===== config.mk =====
export PLATFORM = sky130hd
export DESIGN_NAME = scl_clock_gen
export DESIGN_NICKNAME = d
export VERILOG_FILES = /design/src/rtl/scl_gen_pkg.sv /design/src/rtl/scl_cfg_shadow.sv /design/src/rtl/scl_prescaler.sv /design/src/rtl/scl_phase_fsm.sv /design/src/rtl/scl_clock_gen.sv
export SDC_FILE = /design/constraint.sdc
export NUM_CORES = 1
export LEC_CHECK = 0
export BUFFER_PORTS_ARGS = -buffer_cell sky130_fd_sc_hd__buf_2
export CAP_MARGIN = 0
export CORE_MARGIN = 1
export CORE_UTILIZATION = 55
export DETAILED_ROUTE_END_ITERATION = 10
export GPL_ROUTABILITY_DRIVEN = 0
export PLACE_DENSITY_LB_ADDON = 0.08
export SLEW_MARGIN = 15
export SYNTH_ARGS = -nofsm -noshare
export SYNTH_HDL_FRONTEND = slang
export SYNTH_HIERARCHICAL = 1
export SYNTH_SLANG_ARGS = --single-unit

===== constraint.sdc =====
create_clock -name clk -period 4.2 [get_ports clk]
set_clock_uncertainty 0.05 [all_clocks]
set_input_delay 0.21 -clock clk [delete_from_list [all_inputs] [get_ports clk]]
set_output_delay 0.21 -clock clk [all_outputs]
set_load 0.02 [all_outputs]

===== src/rtl/scl_gen_pkg.sv =====
package scl_gen_pkg;

    typedef enum logic [1:0] {
        PH_IDLE = 2'd0,
        PH_LOW  = 2'd1,
        PH_HIGH = 2'd2
    } scl_phase_e;

    typedef struct packed {
        logic sample;
        logic change;
    } scl_strobe_t;

    // Extra ticks added to every phase, chosen by the prescaler setting.
    function automatic logic [2:0] extra_delay(input logic [31:0] psc);
        if (psc == 32'd0)
            return 3'd7;
        else if (psc == 32'd1)
            return 3'd6;
        else
            return 3'd5;
    endfunction

endpackage


===== src/rtl/scl_cfg_shadow.sv =====
module scl_cfg_shadow #(
    parameter int PSC_W = 8,
    parameter int CNT_W = 16,
    localparam int LEN_W = CNT_W + 1
) (
    input  logic             clk,
    input  logic             clear,
    input  logic             load,
    input  logic [PSC_W-1:0] psc_in,
    input  logic [CNT_W-1:0] low_in,
    input  logic [CNT_W-1:0] high_in,
    output logic [PSC_W-1:0] psc_q,
    output logic [LEN_W-1:0] lo_len_q,
    output logic [LEN_W-1:0] hi_len_q,
    output logic [LEN_W-1:0] half_hi_q
);
    import scl_gen_pkg::*;

    logic [LEN_W-1:0] delay_ext;
    logic [LEN_W-1:0] lo_len_d;
    logic [LEN_W-1:0] hi_len_d;

    always_comb begin
        delay_ext = LEN_W'(extra_delay(32'(psc_in)));
        lo_len_d  = {1'b0, low_in}  + delay_ext;
        hi_len_d  = {1'b0, high_in} + delay_ext;
    end

    always_ff @(posedge clk) begin
        if (clear) begin
            psc_q     <= '0;
            lo_len_q  <= '0;
            hi_len_q  <= '0;
            half_hi_q <= '0;
        end else if (load) begin
            psc_q     <= psc_in;
            lo_len_q  <= lo_len_d;
            hi_len_q  <= hi_len_d;
            half_hi_q <= hi_len_d >> 1;
        end
    end

endmodule


===== src/rtl/scl_prescaler.sv =====
module scl_prescaler #(
    parameter int PSC_W = 8
) (
    input  logic             clk,
    input  logic             clear,
    input  logic             run,
    input  logic [PSC_W-1:0] psc,
    output logic             tick
);
    logic [PSC_W-1:0] div_cnt;

    assign tick = run && (div_cnt == psc);

    always_ff @(posedge clk) begin
        if (clear || !run)
            div_cnt <= '0;
        else if (tick)
            div_cnt <= '0;
        else
            div_cnt <= div_cnt + PSC_W'(1);
    end

endmodule


===== src/rtl/scl_phase_fsm.sv =====
module scl_phase_fsm #(
    parameter int LEN_W = 17
) (
    input  logic                     clk,
    input  logic                     clear,
    input  logic                     start,
    input  logic                     tick,
    input  logic [LEN_W-1:0]         lo_len,
    input  logic [LEN_W-1:0]         hi_len,
    input  logic [LEN_W-1:0]         half_hi,
    output logic                     load,
    output logic                     run,
    output logic                     scl_q,
    output scl_gen_pkg::scl_strobe_t stb_q
);
    import scl_gen_pkg::*;

    scl_phase_e       state;
    logic [LEN_W-1:0] ph_cnt;
    logic [LEN_W-1:0] cur_len;
    logic             last_tick;
    logic             mid_tick;
    logic             boundary;

    always_comb begin
        cur_len   = (state == PH_HIGH) ? hi_len : lo_len;
        last_tick = tick && (ph_cnt == cur_len - LEN_W'(1));
        mid_tick  = tick && (state == PH_HIGH) && (ph_cnt == half_hi - LEN_W'(1));
        boundary  = (state == PH_IDLE) || ((state == PH_HIGH) && last_tick);
        load      = !clear && boundary && start;
        run       = (state != PH_IDLE);
    end

    always_ff @(posedge clk) begin
        if (clear) begin
            state  <= PH_IDLE;
            ph_cnt <= '0;
            scl_q  <= 1'b1;
            stb_q  <= '0;
        end else begin
            stb_q <= '0;
            unique case (state)
                PH_IDLE: begin
                    ph_cnt <= '0;
                    if (start) begin
                        state        <= PH_LOW;
                        scl_q        <= 1'b0;
                        stb_q.change <= 1'b1;
                    end
                end
                PH_LOW: begin
                    if (tick) begin
                        if (last_tick) begin
                            state  <= PH_HIGH;
                            scl_q  <= 1'b1;
                            ph_cnt <= '0;
                        end else begin
                            ph_cnt <= ph_cnt + LEN_W'(1);
                        end
                    end
                end
                PH_HIGH: begin
                    if (mid_tick)
                        stb_q.sample <= 1'b1;
                    if (tick) begin
                        if (last_tick) begin
                            ph_cnt <= '0;
                            if (start) begin
                                state        <= PH_LOW;
                                scl_q        <= 1'b0;
                                stb_q.change <= 1'b1;
                            end else begin
                                state <= PH_IDLE;
                            end
                        end else begin
                            ph_cnt <= ph_cnt + LEN_W'(1);
                        end
                    end
                end
                default: begin
                    state  <= PH_IDLE;
                    scl_q  <= 1'b1;
                    ph_cnt <= '0;
                end
            endcase
        end
    end

endmodule


===== src/rtl/scl_clock_gen.sv =====
module scl_clock_gen #(
    parameter int PSC_W = 8,
    parameter int CNT_W = 16
) (
    input  logic             clk,
    input  logic             rst,
    input  logic             enable,
    input  logic             start,
    input  logic [PSC_W-1:0] prescale,
    input  logic [CNT_W-1:0] low_count,
    input  logic [CNT_W-1:0] high_count,
    output logic             scl_out,
    output logic             sample_stb,
    output logic             change_stb
);
    import scl_gen_pkg::*;

    localparam int LEN_W = CNT_W + 1;

    logic             clear;
    logic             load;
    logic             run;
    logic             tick;
    logic [PSC_W-1:0] psc_q;
    logic [LEN_W-1:0] lo_len;
    logic [LEN_W-1:0] hi_len;
    logic [LEN_W-1:0] half_hi;
    scl_strobe_t      stb;

    assign clear = rst || !enable;

    scl_cfg_shadow #(.PSC_W(PSC_W), .CNT_W(CNT_W)) u_shadow (
        .clk       (clk),
        .clear     (clear),
        .load      (load),
        .psc_in    (prescale),
        .low_in    (low_count),
        .high_in   (high_count),
        .psc_q     (psc_q),
        .lo_len_q  (lo_len),
        .hi_len_q  (hi_len),
        .half_hi_q (half_hi)
    );

    scl_prescaler #(.PSC_W(PSC_W)) u_psc (
        .clk   (clk),
        .clear (clear),
        .run   (run),
        .psc   (psc_q),
        .tick  (tick)
    );

    scl_phase_fsm #(.LEN_W(LEN_W)) u_fsm (
        .clk     (clk),
        .clear   (clear),
        .start   (start),
        .tick    (tick),
        .lo_len  (lo_len),
        .hi_len  (hi_len),
        .half_hi (half_hi),
        .load    (load),
        .run     (run),
        .scl_q   (scl_out),
        .stb_q   (stb)
    );

    assign sample_stb = stb.sample;
    assign change_stb = stb.change;

endmodule


==> metrics.md <==
| Metric | Value |
|---|---|
| Pre-antenna DRT Iters | 4 |
| Crit path launch | u_fsm/state[0] |
| RSZ-0062 raised after global routing | false |
| Average wire per cell in the routed design | 15.78 um |
| # Max-Cap Violations | 0 |
| Number of routed nets with antenna violations | 0 |
| Cells after Synth | 597 |
| RR Startpoint | u_fsm/state[0] |
| Pin count of the biggest net entering global routing | 52 |
| DR DRC count | 0 |
| Lkg Pwr | 2.007 nW |
| 1st-iter DRT viols | 177 |
| Core area | 9196 um^2 |
| Top cells by area, synth | dfxtp_1 (28%), xor2_1 (8.5%), xnor2_1 (7.8%), mux2i_1 (6.4%), nor2_1 (5.5%) |
| Syn Area/Cell | 8.666 um^2 |
| Total negative slack | 0 ns |
| Final Util | 61.85% |
| IO buf count | 46 |
| Post-synth cell types | 70 |
| Fillers | 838 |
| Post-layout nets | 682 |
| Max-slew violations | 0 |
| Sink Count | 72 |
| Worst EP required | 4.41 ns |
| DR vias | 4296 |
| WS Path Type | reg -> reg |
| First-pass GRT wire length | 19.58 mm |
| Final wirelength | 11.66 mm |
| R2R setup slack | 0.23 ns |
| Initial Utilization | 56.26% |
| Row Count | 35 |
| CTS buffer count | 9 |
| Setup crit start kind | flip-flop |
| Clk_lat worst skew | 0.36 ns |
| Top cell type's share of synthesized area | 27.86% |
| Most area-hungry cell type in the Yosys netlist | dfxtp_1 |
| Post-Syn Nets | 656 |
| Clock tree from TritonCTS | done |
| Clk buf depth | 2 |
| Ys flop type | dfxtp_1 |
| Vias/cell | 5.813 |
| Number of diodes | 0 |
| Cell Pwr Density | 271.0 nW/um^2 |
| Async SR Flop Fraction | 0% |
| Die height | 98.99 um |
| Worst-Margin Slew | 0.5723 ns |
| Tmin final | 3.969 ns |
| Layout area overhead | 9.940% |
| Initial antenna violation count | 0 |
| Chip width | 98.99 um |
| Crit path max fanout | 26 |
| Ys Warns | 6 |
| Die ar. | 9799 um^2 |
| Peak VDD IR | 191.5 uV |
| All-Layer GR Usage | 25.14% |
| I/O pins | 47 |
| Dpl hpwl | 8.870 mm |
| Final setup vio count | 0 |
| Grt total ovfl | 0 |
| Clk root buf | clkbuf_8 |
| Mapped Area | 5174 um^2 |
| Worst EP arrival | 4.18 ns |
| Total Power | 1.541 mW |
| Status | finished clean |
| Post-synth EDFFs | 0 |
| Slew headroom | 61.85% |
| Inst Count DP | 720 |
| Yosys reg bits | 72 |
| Fin cells | 739 |
| Final Hold Fails | 0 |
| Worst Setup End Kind | flip-flop |
| Hold Path Origin | prescale[5] |
| Layout cells sized above 1 | 19.43% |
| Max Fclk | 252.0 MHz |
| Sequential share of the synthesized area | 27.86% |
| Vias in the first global route | 4052 |
| H-tree depth | 3 |
| Clock-pin transition on the worst setup and hold timing paths | 0.09 ns |
| Post-route clock period utilization | 94.49% |
| Hold Crit Class | in -> reg |
cell usage after synthesis (3+ instances only):
library cell,count
nor2_1,76
dfxtp_1,72
xor2_1,50
xnor2_1,46
mux2i_1,33
nand2_1,25
a211oi_1,22
buf_4,20
nand3_1,20
nor3_1,19
clkbuf_1,17
o21ai_0,17
ha_1,13
or3_1,13
inv_1,12
nand4_1,12
a21oi_1,11
nor4_1,11
nand2b_1,8
a311oi_1,6
nor3b_1,6
and3_1,5
buf_1,5
mux2_2,4
nand3b_1,4
o211ai_1,4
buf_2,3
nor4_4,3
nor4b_1,3
nor4b_2,3
or2_2,3
or4_1,3
flip-flops by register name, summed over array words and instances (netlist names):
register / cells
u_psc/div_cnt: 8
u_shadow/hi_len_q: 17
u_fsm/scl_q: 1
u_shadow/lo_len_q: 17
u_fsm/ph_cnt: 17
u_fsm/state: 2
u_shadow/psc_q: 8
u_fsm/stb_q: 2
power by group:
group / leakage, nW / switching (mW) / internal [mW]
clock: 0.0989 / 0.284 / 0.292
combinational: 1.33 / 0.144 / 0.116
sequential: 0.582 / 0.0135 / 0.691
total: 2.01 / 0.441 / 1.10
placed cells by master (no fill, tap or decap), types with 4 or more instances in the layout:
master	synthesis	layout
nand2b_1	8	7
o211ai_1	4	4
nor3b_1	6	5
mux2_2	4	4
or3_1	13	13
a211oi_1	22	22
dfxtp_1	72	71
a21oi_1	11	11
nand2_1	25	25
and3_1	5	5
nor2_1	76	76
buf_2	3	46
xnor2_1	46	46
xor2_1	50	50
nand3_1	20	20
clkbuf_8	0	10
nand4_1	12	12
nor3_1	19	19
nor4_2	2	4
nor4_1	11	9
a311oi_1	6	6
buf_4	20	14
inv_1	12	12
o21ai_0	17	17
mux2i_1	33	30
nand3b_1	4	4
ha_1	13	12
logic make-up (layout without fill, tap and decap cells):
kind of cell	count (synthesis)	count (layout)	synth area share (%)
adders and majority gates	15	15	3.918
other	1	1	0.07248
DFF	72	72	27.86
AOI/OAI and AO/OA	85	85	13.01
buffers and inverters	60	91	6.191
xor gates and xnor gates	96	96	16.25
and+or+nand+nor	231	231	25.44
muxes	37	37	7.255
layout make-up:
class | instances | area [um^2] | area share [%]
Timing Repair Buffer | 63 | 391.6 | 6.885
Clock buffer | 10 | 137.6 | 2.420
Inverter | 12 | 45.04 | 0.7919
Clock inverter | 6 | 67.56 | 1.188
Multi-Input combinational cell | 465 | 3465 | 60.91
Sequential cell | 72 | 1443 | 25.36
Tap cell | 111 | 138.9 | 2.442
per-stage QoR:
stage	area (um^2)	hold WS, ns	setup slack, ns
finish	5688	0.05698	0.2313
global route	5688	0.05665	0.01083
CTS	5610	0.04390	0.01908
detailed placement	5405	0.4039	0.08572
global placement	5405	0.4008	0.2831
floorplan	5174	0.3072	0.09327
repair_timing:
item	in CTS	in global routing
gates resized for setup	0	11
setup buffers	0	2
endpoints found under the setup margin	0	27
hold buffers	0	0
path summary, 6_finish.rpt:
check | end | depth (start not counted)
worst max-delay path | u_shadow/hi_len_q[10] | 14
worst min-delay path | u_shadow/psc_q[5] | 3
worst max register to register | u_shadow/hi_len_q[10] | 14
worst min register to register | u_fsm/scl_q | 1
metal layers:
layer / up-vias / routed length [um] / part of all wire, % / track usage [%]
met4: 0 / 114 / 0.98 / 5.855
met2: 91 / 5389 / 46 / 40.83
met3: 8 / 479 / 4.1 / 4.681
met5: - / 0 / 0 / 0
li1: 2168 / - / - / -
met1: 2029 / 5674 / 49 / 34.54
critical path, stage by stage (launching register included):
cell and delay, ns:
dfxtp_2 0.35, inv_1 0.10, ha_2 0.27, buf_12 0.20, mux2i_2 0.25, xor2_1 0.24, xnor2_1 0.14, or4b_1 0.49
a2111oi_4 0.41, a41oi_1 0.23, nor3b_2 0.34, clkbuf_16 0.25, buf_4 0.22, nor2_1 0.07, a311oi_1 0.24
(Power assumes the default switching activity.)
